[src/rtl/ibr_pkg.sv]
package ibr_pkg;

    localparam int DW         = 32;
    localparam int OFS_TADDR  = 'h00;
    localparam int OFS_CMD    = 'h04;
    localparam int OFS_WDAT   = 'h08;
    localparam int OFS_RDAT   = 'h0C;
    localparam int OFS_DONE   = 'h10;
    localparam int CMD_WR_BIT = 31;
    localparam int CMD_RD_BIT = 30;

    typedef enum logic [1:0] {
        OP_NONE  = 2'd0,
        OP_WRITE = 2'd1,
        OP_READ  = 2'd2
    } op_e;

    typedef enum logic {
        SQ_IDLE = 1'b0,
        SQ_WAIT = 1'b1
    } sq_state_e;

    typedef struct packed {
        logic [DW-1:0] taddr;
        logic [DW-1:0] cmd;
        logic [DW-1:0] wdat;
    } win_regs_t;

    typedef struct packed {
        sq_state_e     st;
        logic          req;
        logic          we;
        logic          done;
        logic [DW-1:0] rdat;
    } seq_regs_t;

    // The write bit outranks the read bit.
    function automatic op_e decode_cmd(input logic [DW-1:0] c);
        if (c[CMD_WR_BIT])      return OP_WRITE;
        else if (c[CMD_RD_BIT]) return OP_READ;
        else                    return OP_NONE;
    endfunction

endpackage

[src/rtl/ibr_window.sv]
module ibr_window
    import ibr_pkg::*;
#(
    parameter int HOST_AW = 5
) (
    input  logic               clk,
    input  logic               rst_n,
    input  logic               wr_en,
    input  logic [HOST_AW-1:0] wr_addr,
    input  logic [DW-1:0]      wr_data,
    output logic [DW-1:0]      taddr_o,
    output logic [DW-1:0]      cmd_o,
    output logic [DW-1:0]      wdat_o,
    output logic               start_o,
    output op_e                start_op_o,
    output logic               clr_o
);

    localparam logic [HOST_AW-1:0] A_TADDR = HOST_AW'(OFS_TADDR);
    localparam logic [HOST_AW-1:0] A_CMD   = HOST_AW'(OFS_CMD);
    localparam logic [HOST_AW-1:0] A_WDAT  = HOST_AW'(OFS_WDAT);

    win_regs_t r_d, r_q;
    op_e       op_d;

    always_comb begin
        r_d     = r_q;
        op_d    = decode_cmd(wr_data);
        start_o = 1'b0;
        clr_o   = 1'b0;
        if (wr_en) begin
            if (wr_addr == A_TADDR) begin
                r_d.taddr = wr_data;
            end else if (wr_addr == A_CMD) begin
                r_d.cmd = wr_data;
                if (wr_data == '0) begin
                    clr_o = 1'b1;
                end else if ((r_q.cmd == '0) && (op_d != OP_NONE)) begin
                    // only a zero-to-nonzero edge launches an access
                    start_o = 1'b1;
                end
            end else if (wr_addr == A_WDAT) begin
                r_d.wdat = wr_data;
            end
        end
    end

    always_ff @(posedge clk or negedge rst_n) begin
        if (!rst_n) r_q <= '0;
        else        r_q <= r_d;
    end

    assign taddr_o    = r_q.taddr;
    assign cmd_o      = r_q.cmd;
    assign wdat_o     = r_q.wdat;
    assign start_op_o = op_d;

endmodule

[src/rtl/ibr_seq.sv]
module ibr_seq
    import ibr_pkg::*;
(
    input  logic          clk,
    input  logic          rst_n,
    input  logic          start_i,
    input  op_e           start_op_i,
    input  logic          clr_i,
    input  logic          ack_i,
    input  logic [DW-1:0] ack_data_i,
    output logic          req_o,
    output logic          we_o,
    output logic          done_o,
    output logic          busy_o,
    output logic [DW-1:0] rdat_o
);

    seq_regs_t s_d, s_q;

    always_comb begin
        s_d     = s_q;
        s_d.req = 1'b0;
        if (clr_i) s_d.done = 1'b0;
        case (s_q.st)
            SQ_IDLE: begin
                if (start_i) begin
                    s_d.st   = SQ_WAIT;
                    s_d.req  = 1'b1;
                    s_d.we   = (start_op_i == OP_WRITE);
                    s_d.done = 1'b0;
                end
            end
            SQ_WAIT: begin
                if (ack_i) begin
                    s_d.st   = SQ_IDLE;
                    s_d.done = 1'b1;
                    if (!s_q.we) s_d.rdat = ack_data_i;
                end
            end
            default: s_d.st = SQ_IDLE;
        endcase
    end

    always_ff @(posedge clk or negedge rst_n) begin
        if (!rst_n) s_q <= '{st: SQ_IDLE, req: 1'b0, we: 1'b0, done: 1'b0, rdat: '0};
        else        s_q <= s_d;
    end

    assign req_o  = s_q.req;
    assign we_o   = s_q.we;
    assign done_o = s_q.done;
    assign busy_o = (s_q.st == SQ_WAIT);
    assign rdat_o = s_q.rdat;

endmodule

[src/rtl/ibr_rdmux.sv]
module ibr_rdmux
    import ibr_pkg::*;
#(
    parameter int HOST_AW = 5
) (
    input  logic [HOST_AW-1:0] sel_addr,
    input  logic [DW-1:0]      taddr,
    input  logic [DW-1:0]      cmd,
    input  logic [DW-1:0]      wdat,
    input  logic [DW-1:0]      rdat,
    input  logic               done,
    output logic [DW-1:0]      rdata_o
);

    always_comb begin
        rdata_o = '0;
        if      (sel_addr == HOST_AW'(OFS_TADDR)) rdata_o = taddr;
        else if (sel_addr == HOST_AW'(OFS_CMD))   rdata_o = cmd;
        else if (sel_addr == HOST_AW'(OFS_WDAT))  rdata_o = wdat;
        else if (sel_addr == HOST_AW'(OFS_RDAT))  rdata_o = rdat;
        else if (sel_addr == HOST_AW'(OFS_DONE))  rdata_o = {{(DW-1){1'b0}}, done};
    end

endmodule

[src/rtl/ind_reg_bridge.sv]
module ind_reg_bridge
    import ibr_pkg::*;
#(
    parameter int HOST_AW = 5,
    parameter int IADDR_W = 16
) (
    input  logic               clk,
    input  logic               rst_n,
    input  logic               host_sel,
    input  logic               host_wr,
    input  logic [HOST_AW-1:0] host_addr,
    input  logic [DW-1:0]      host_wdata,
    output logic [DW-1:0]      host_rdata,
    output logic               int_req,
    output logic               int_we,
    output logic [IADDR_W-1:0] int_addr,
    output logic [DW-1:0]      int_wdata,
    input  logic               int_ack,
    input  logic [DW-1:0]      int_rdata
);

    logic [DW-1:0] taddr_q, cmd_q, wdat_q, rdat_q;
    logic          start, clr, busy, done_flag;
    op_e           start_op;

    ibr_window #(.HOST_AW(HOST_AW)) i_window (
        .clk       (clk),
        .rst_n     (rst_n),
        .wr_en     (host_sel && host_wr),
        .wr_addr   (host_addr),
        .wr_data   (host_wdata),
        .taddr_o   (taddr_q),
        .cmd_o     (cmd_q),
        .wdat_o    (wdat_q),
        .start_o   (start),
        .start_op_o(start_op),
        .clr_o     (clr)
    );

    ibr_seq i_seq (
        .clk       (clk),
        .rst_n     (rst_n),
        .start_i   (start),
        .start_op_i(start_op),
        .clr_i     (clr),
        .ack_i     (int_ack),
        .ack_data_i(int_rdata),
        .req_o     (int_req),
        .we_o      (int_we),
        .done_o    (done_flag),
        .busy_o    (busy),
        .rdat_o    (rdat_q)
    );

    ibr_rdmux #(.HOST_AW(HOST_AW)) i_rdmux (
        .sel_addr(host_addr),
        .taddr   (taddr_q),
        .cmd     (cmd_q),
        .wdat    (wdat_q),
        .rdat    (rdat_q),
        .done    (done_flag),
        .rdata_o (host_rdata)
    );

    assign int_addr  = taddr_q[IADDR_W-1:0];
    assign int_wdata = wdat_q;

endmodule

[config.mk]
export PLATFORM = sky130hd
export DESIGN_NAME = ind_reg_bridge
export DESIGN_NICKNAME = d
export VERILOG_FILES = /design/src/rtl/ibr_pkg.sv /design/src/rtl/ibr_window.sv /design/src/rtl/ibr_seq.sv /design/src/rtl/ibr_rdmux.sv /design/src/rtl/ind_reg_bridge.sv
export SDC_FILE = /design/constraint.sdc
export NUM_CORES = 1
export LEC_CHECK = 0
export BUFFER_PORTS_ARGS = -buffer_cell sky130_fd_sc_hd__buf_2
export CAP_MARGIN = 40
export CORE_MARGIN = 2
export CORE_UTILIZATION = 54
export DETAILED_ROUTE_END_ITERATION = 6
export PLACE_DENSITY = 0.81
export SETUP_SLACK_MARGIN = 0.15
export SLEW_MARGIN = 20
export SYNTH_ARGS = -nofsm -noshare
export SYNTH_HDL_FRONTEND = slang
export SYNTH_HIERARCHICAL = 1
export SYNTH_SLANG_ARGS = --single-unit
[constraint.sdc]
create_clock -name clk -period 2.7 [get_ports clk]
set_input_delay 0.54 -clock clk [delete_from_list [all_inputs] [get_ports clk]]
set_output_delay 0.54 -clock clk [all_outputs]
set_load 0.03 [all_outputs]
==> results.md <==
* Gate power share at 0.155
* Remaining antenna violation count after routing at 0
* Setup CP Type: input port to output port
* CP max stage cell: or4_4
* Sw Ratio at 0.265
* CP dominant cell by count: buf_6
* Core Area at 11400 um^2
* Async S/R FF share, synth at 1.00
* Ys flop type: dfrtp_1
* Die width at 112 um
* RR Startpoint: i_window/cmd_o[0]
* Final period util at 0.960
* Global-route wire length before repair at 26.7 mm
* Critical path data arrival time at 2050 ps
* Hold crit path type: input port to asynchronous set/reset pin
* Crit path cell chain: buf_8, or4_4, buf_6, a21oi_4, nor3_2, a221o_1, buf_6
* Seq/Total Area, Yosys at 0.526
* CTS tree: built
* Drt drc at 0
* Worst-Margin Slew at 563 ps
* Reg power frac at 0.421
* Setup crit end kind: output port
* Hpwl dp at 11.6 mm
* Hold Violations, Final at 0
* RSZ-0062 raised after global routing: true
* Mean Syn Cell Area at 12.6 um^2
* Max-slew violations at 0
* Status: finished clean
* Clock transition at path regs at around 50 ps
* Syn Nets at 574
* Post-synth EDFFs at 0
* Vias in the first global route at 4987
* Relative slew slack at 0.625
* Clk sink count at 132
* Worst path max stage delay at between 600 and 700 ps
* Fraction of layout cells with a size suffix above 1 at 0.539
* Via count at ~4800
* DRT Pass-1 Iters at 5
* Setup TNS at 0 ps
* Port Buffer Count at ~160
* Worst-skew pair later-pin latency at 410 ps
* CP max FO at 7
* Diode count at 0
* Layout Nets at between 700 and 800
* Post-CTS Hold Buffers at 0
* Worst setup SP type: input port
* Root buffer cell: clkbuf_16
* Pint at 4.16 mW
* Starting Density at 0.553
* Via-to-Cell Ratio at ~5.9
* Crit. Startpoint: host_addr[4]
* Synthesized flop and latch total at 132
* Synth Instances at 500
* Unique masters post-synth at 39
* H-tree depth at 4
* Fmax at approximately 390 MHz
* Critical Path RT at around 2200 ps
* Number of buffers created by CTS at 17
* Sw power at 1.50 mW
* Post-synthesis cell area at 6280 um^2
* Clock buffer depth at 2
* Worst IR Drop VDD at 0.511 mV
* Pwr Total at between 5 and 6 mW
* Die Y at 112 um
* Leak at ~4.2 nW
* Finish-stage setup viols at 0
* Initial DRC Count at 401
* Yosys warning count at 6
* GRT overflow at 0
* Placer Congestion at 0.858
* P&R area growth vs syn at 29.6%
* Setup Skew at about 4.4 ps
* # IOs at 156
* Pwr dens at 695 nW/um^2
* Initial antenna violation count at 0
* Tmin final at 2590 ps
* Clock share of power at 0.424
* All-layer global routing usage at 0.276
* Pin count of the biggest net entering global routing at 60
* Drt wl/cell at 20.6 um
* Die Footprint at 12500 um^2
* Routed WL at around 17 mm
* Cell Rows at 39
* Max_cap viols at 0
## critical path: cells and delay by family
family          cells  cell delay (ps)
compound gates      2              390
buf+inv             3              420
simple gates        2              690
## what timing repair did
item,4_1_cts,5_1_grt
endpoints found under the setup margin,31,32
pin swaps,3,2
setup buffers,4,0
resized for setup,33,36
## metal layers
layer | up-vias | track usage | routed length, um
met4 | 0 | 0.106 | 304
met3 | 29 | 0.0768 | 1250
li1 | 2167 | - | -
met2 | 210 | 0.445 | 8480
met5 | - | 0 | 0
met1 | 2441 | 0.357 | 6990
## final timing paths
| path | end | slack, ps | cells past startpoint |
|---|---|---|---|
| min in group clk | i_seq/busy_o | 350 | 2 |
| worst max register to register | i_seq/we_o | 570 | 6 |
| worst min-delay path | i_window/taddr_o[10] | 100 | 1 |
| worst max-delay path | host_rdata[15] | 110 | 7 |
| worst min register to register | i_window/taddr_o[29] | 510 | 1 |
| max in group asynchronous | i_window/wdat_o[17] | 1850 | 2 |
## kinds of logic after synthesis
kind of cell / synth area share
mux: 0.249
flops: 0.526
compound gates: 0.0876
buf+inv: 0.0470
simple gates: 0.0908
## cell usage after synthesis, types with 2 or more instances
master      n  area [um^2]
nor4_1     18          113
buf_4       2         15.0
a221o_1     8         80.1
nand4_1     2         12.5
a21oi_2     7         61.3
nor3_1      8         40.0
o21ai_0     4         20.0
nor2b_1     4         25.0
mux2_2     98         1100
a21oi_1    33          165
inv_1      24         90.1
buf_2      14         70.1
dfrtp_1   132         3300
nand2_1     4         15.0
buf_6       8         90.1
mux2_4     30          450
nand3b_1    4         30.0
nand2b_1    2         12.5
nor2_1     50          188
clkbuf_1    7         26.3
a221oi_1   23          201
## power by group through the flow
stage	Sequential (mW)	Combinational, mW	Clock (mW)
CTS	2.38	0.865	2.44
finish	2.38	0.874	2.40
floorplan	2.56	0.341	0
detailed placement	2.41	0.847	0
global route	2.41	0.931	2.53
global placement	2.39	0.825	0
## flip-flops by register name (all words and copies together), names as in the netlist
name              count
i_seq/busy_o          1
i_seq/done_o          1
i_seq/rdat_o         32
i_seq/req_o           1
i_seq/we_o            1
i_window/cmd_o       32
i_window/taddr_o     32
i_window/wdat_o      32
## layout by cell type, fill, tap and decap left out, types with 16 or more instances in the layout
cell         n
clkbuf_16   17
dfrtp_1    132
nor4_1      18
buf_6       16
a21oi_1     27
nor2_1      48
inv_1       24
buf_4       28
mux2_4      30
a221oi_1    23
buf_2      123
mux2_2      98
## per-stage QoR
stage | cells | hold slack [ps] | instance area (um^2) | worst slack, ps | util
6_report | 828 | 103 | 8140 | 107 | 0.716
3_3_place_gp | 792 | 491 | 7280 | 58.8 | 0.640
2_1_floorplan | 500 | 244 | 6280 | 191 | -
4_1_cts | 828 | 111 | 8040 | 144 | 0.707
5_1_grt | 828 | 132 | 8140 | 66.2 | 0.716
3_5_place_dp | 792 | 496 | 7280 | 44.4 | 0.640
## final cells by class
cell class | count | area, um^2
clock buffer | 23 | 468
fill | 780 | 3230
clock inverter | 9 | 151
timing repair buffer | 185 | 1190
tap | 143 | 179
multi-input combinational | 312 | 2760
inverter | 24 | 90.1
sequential | 132 | 3300
No activity file was read; power rests on OpenSTA's default activity.
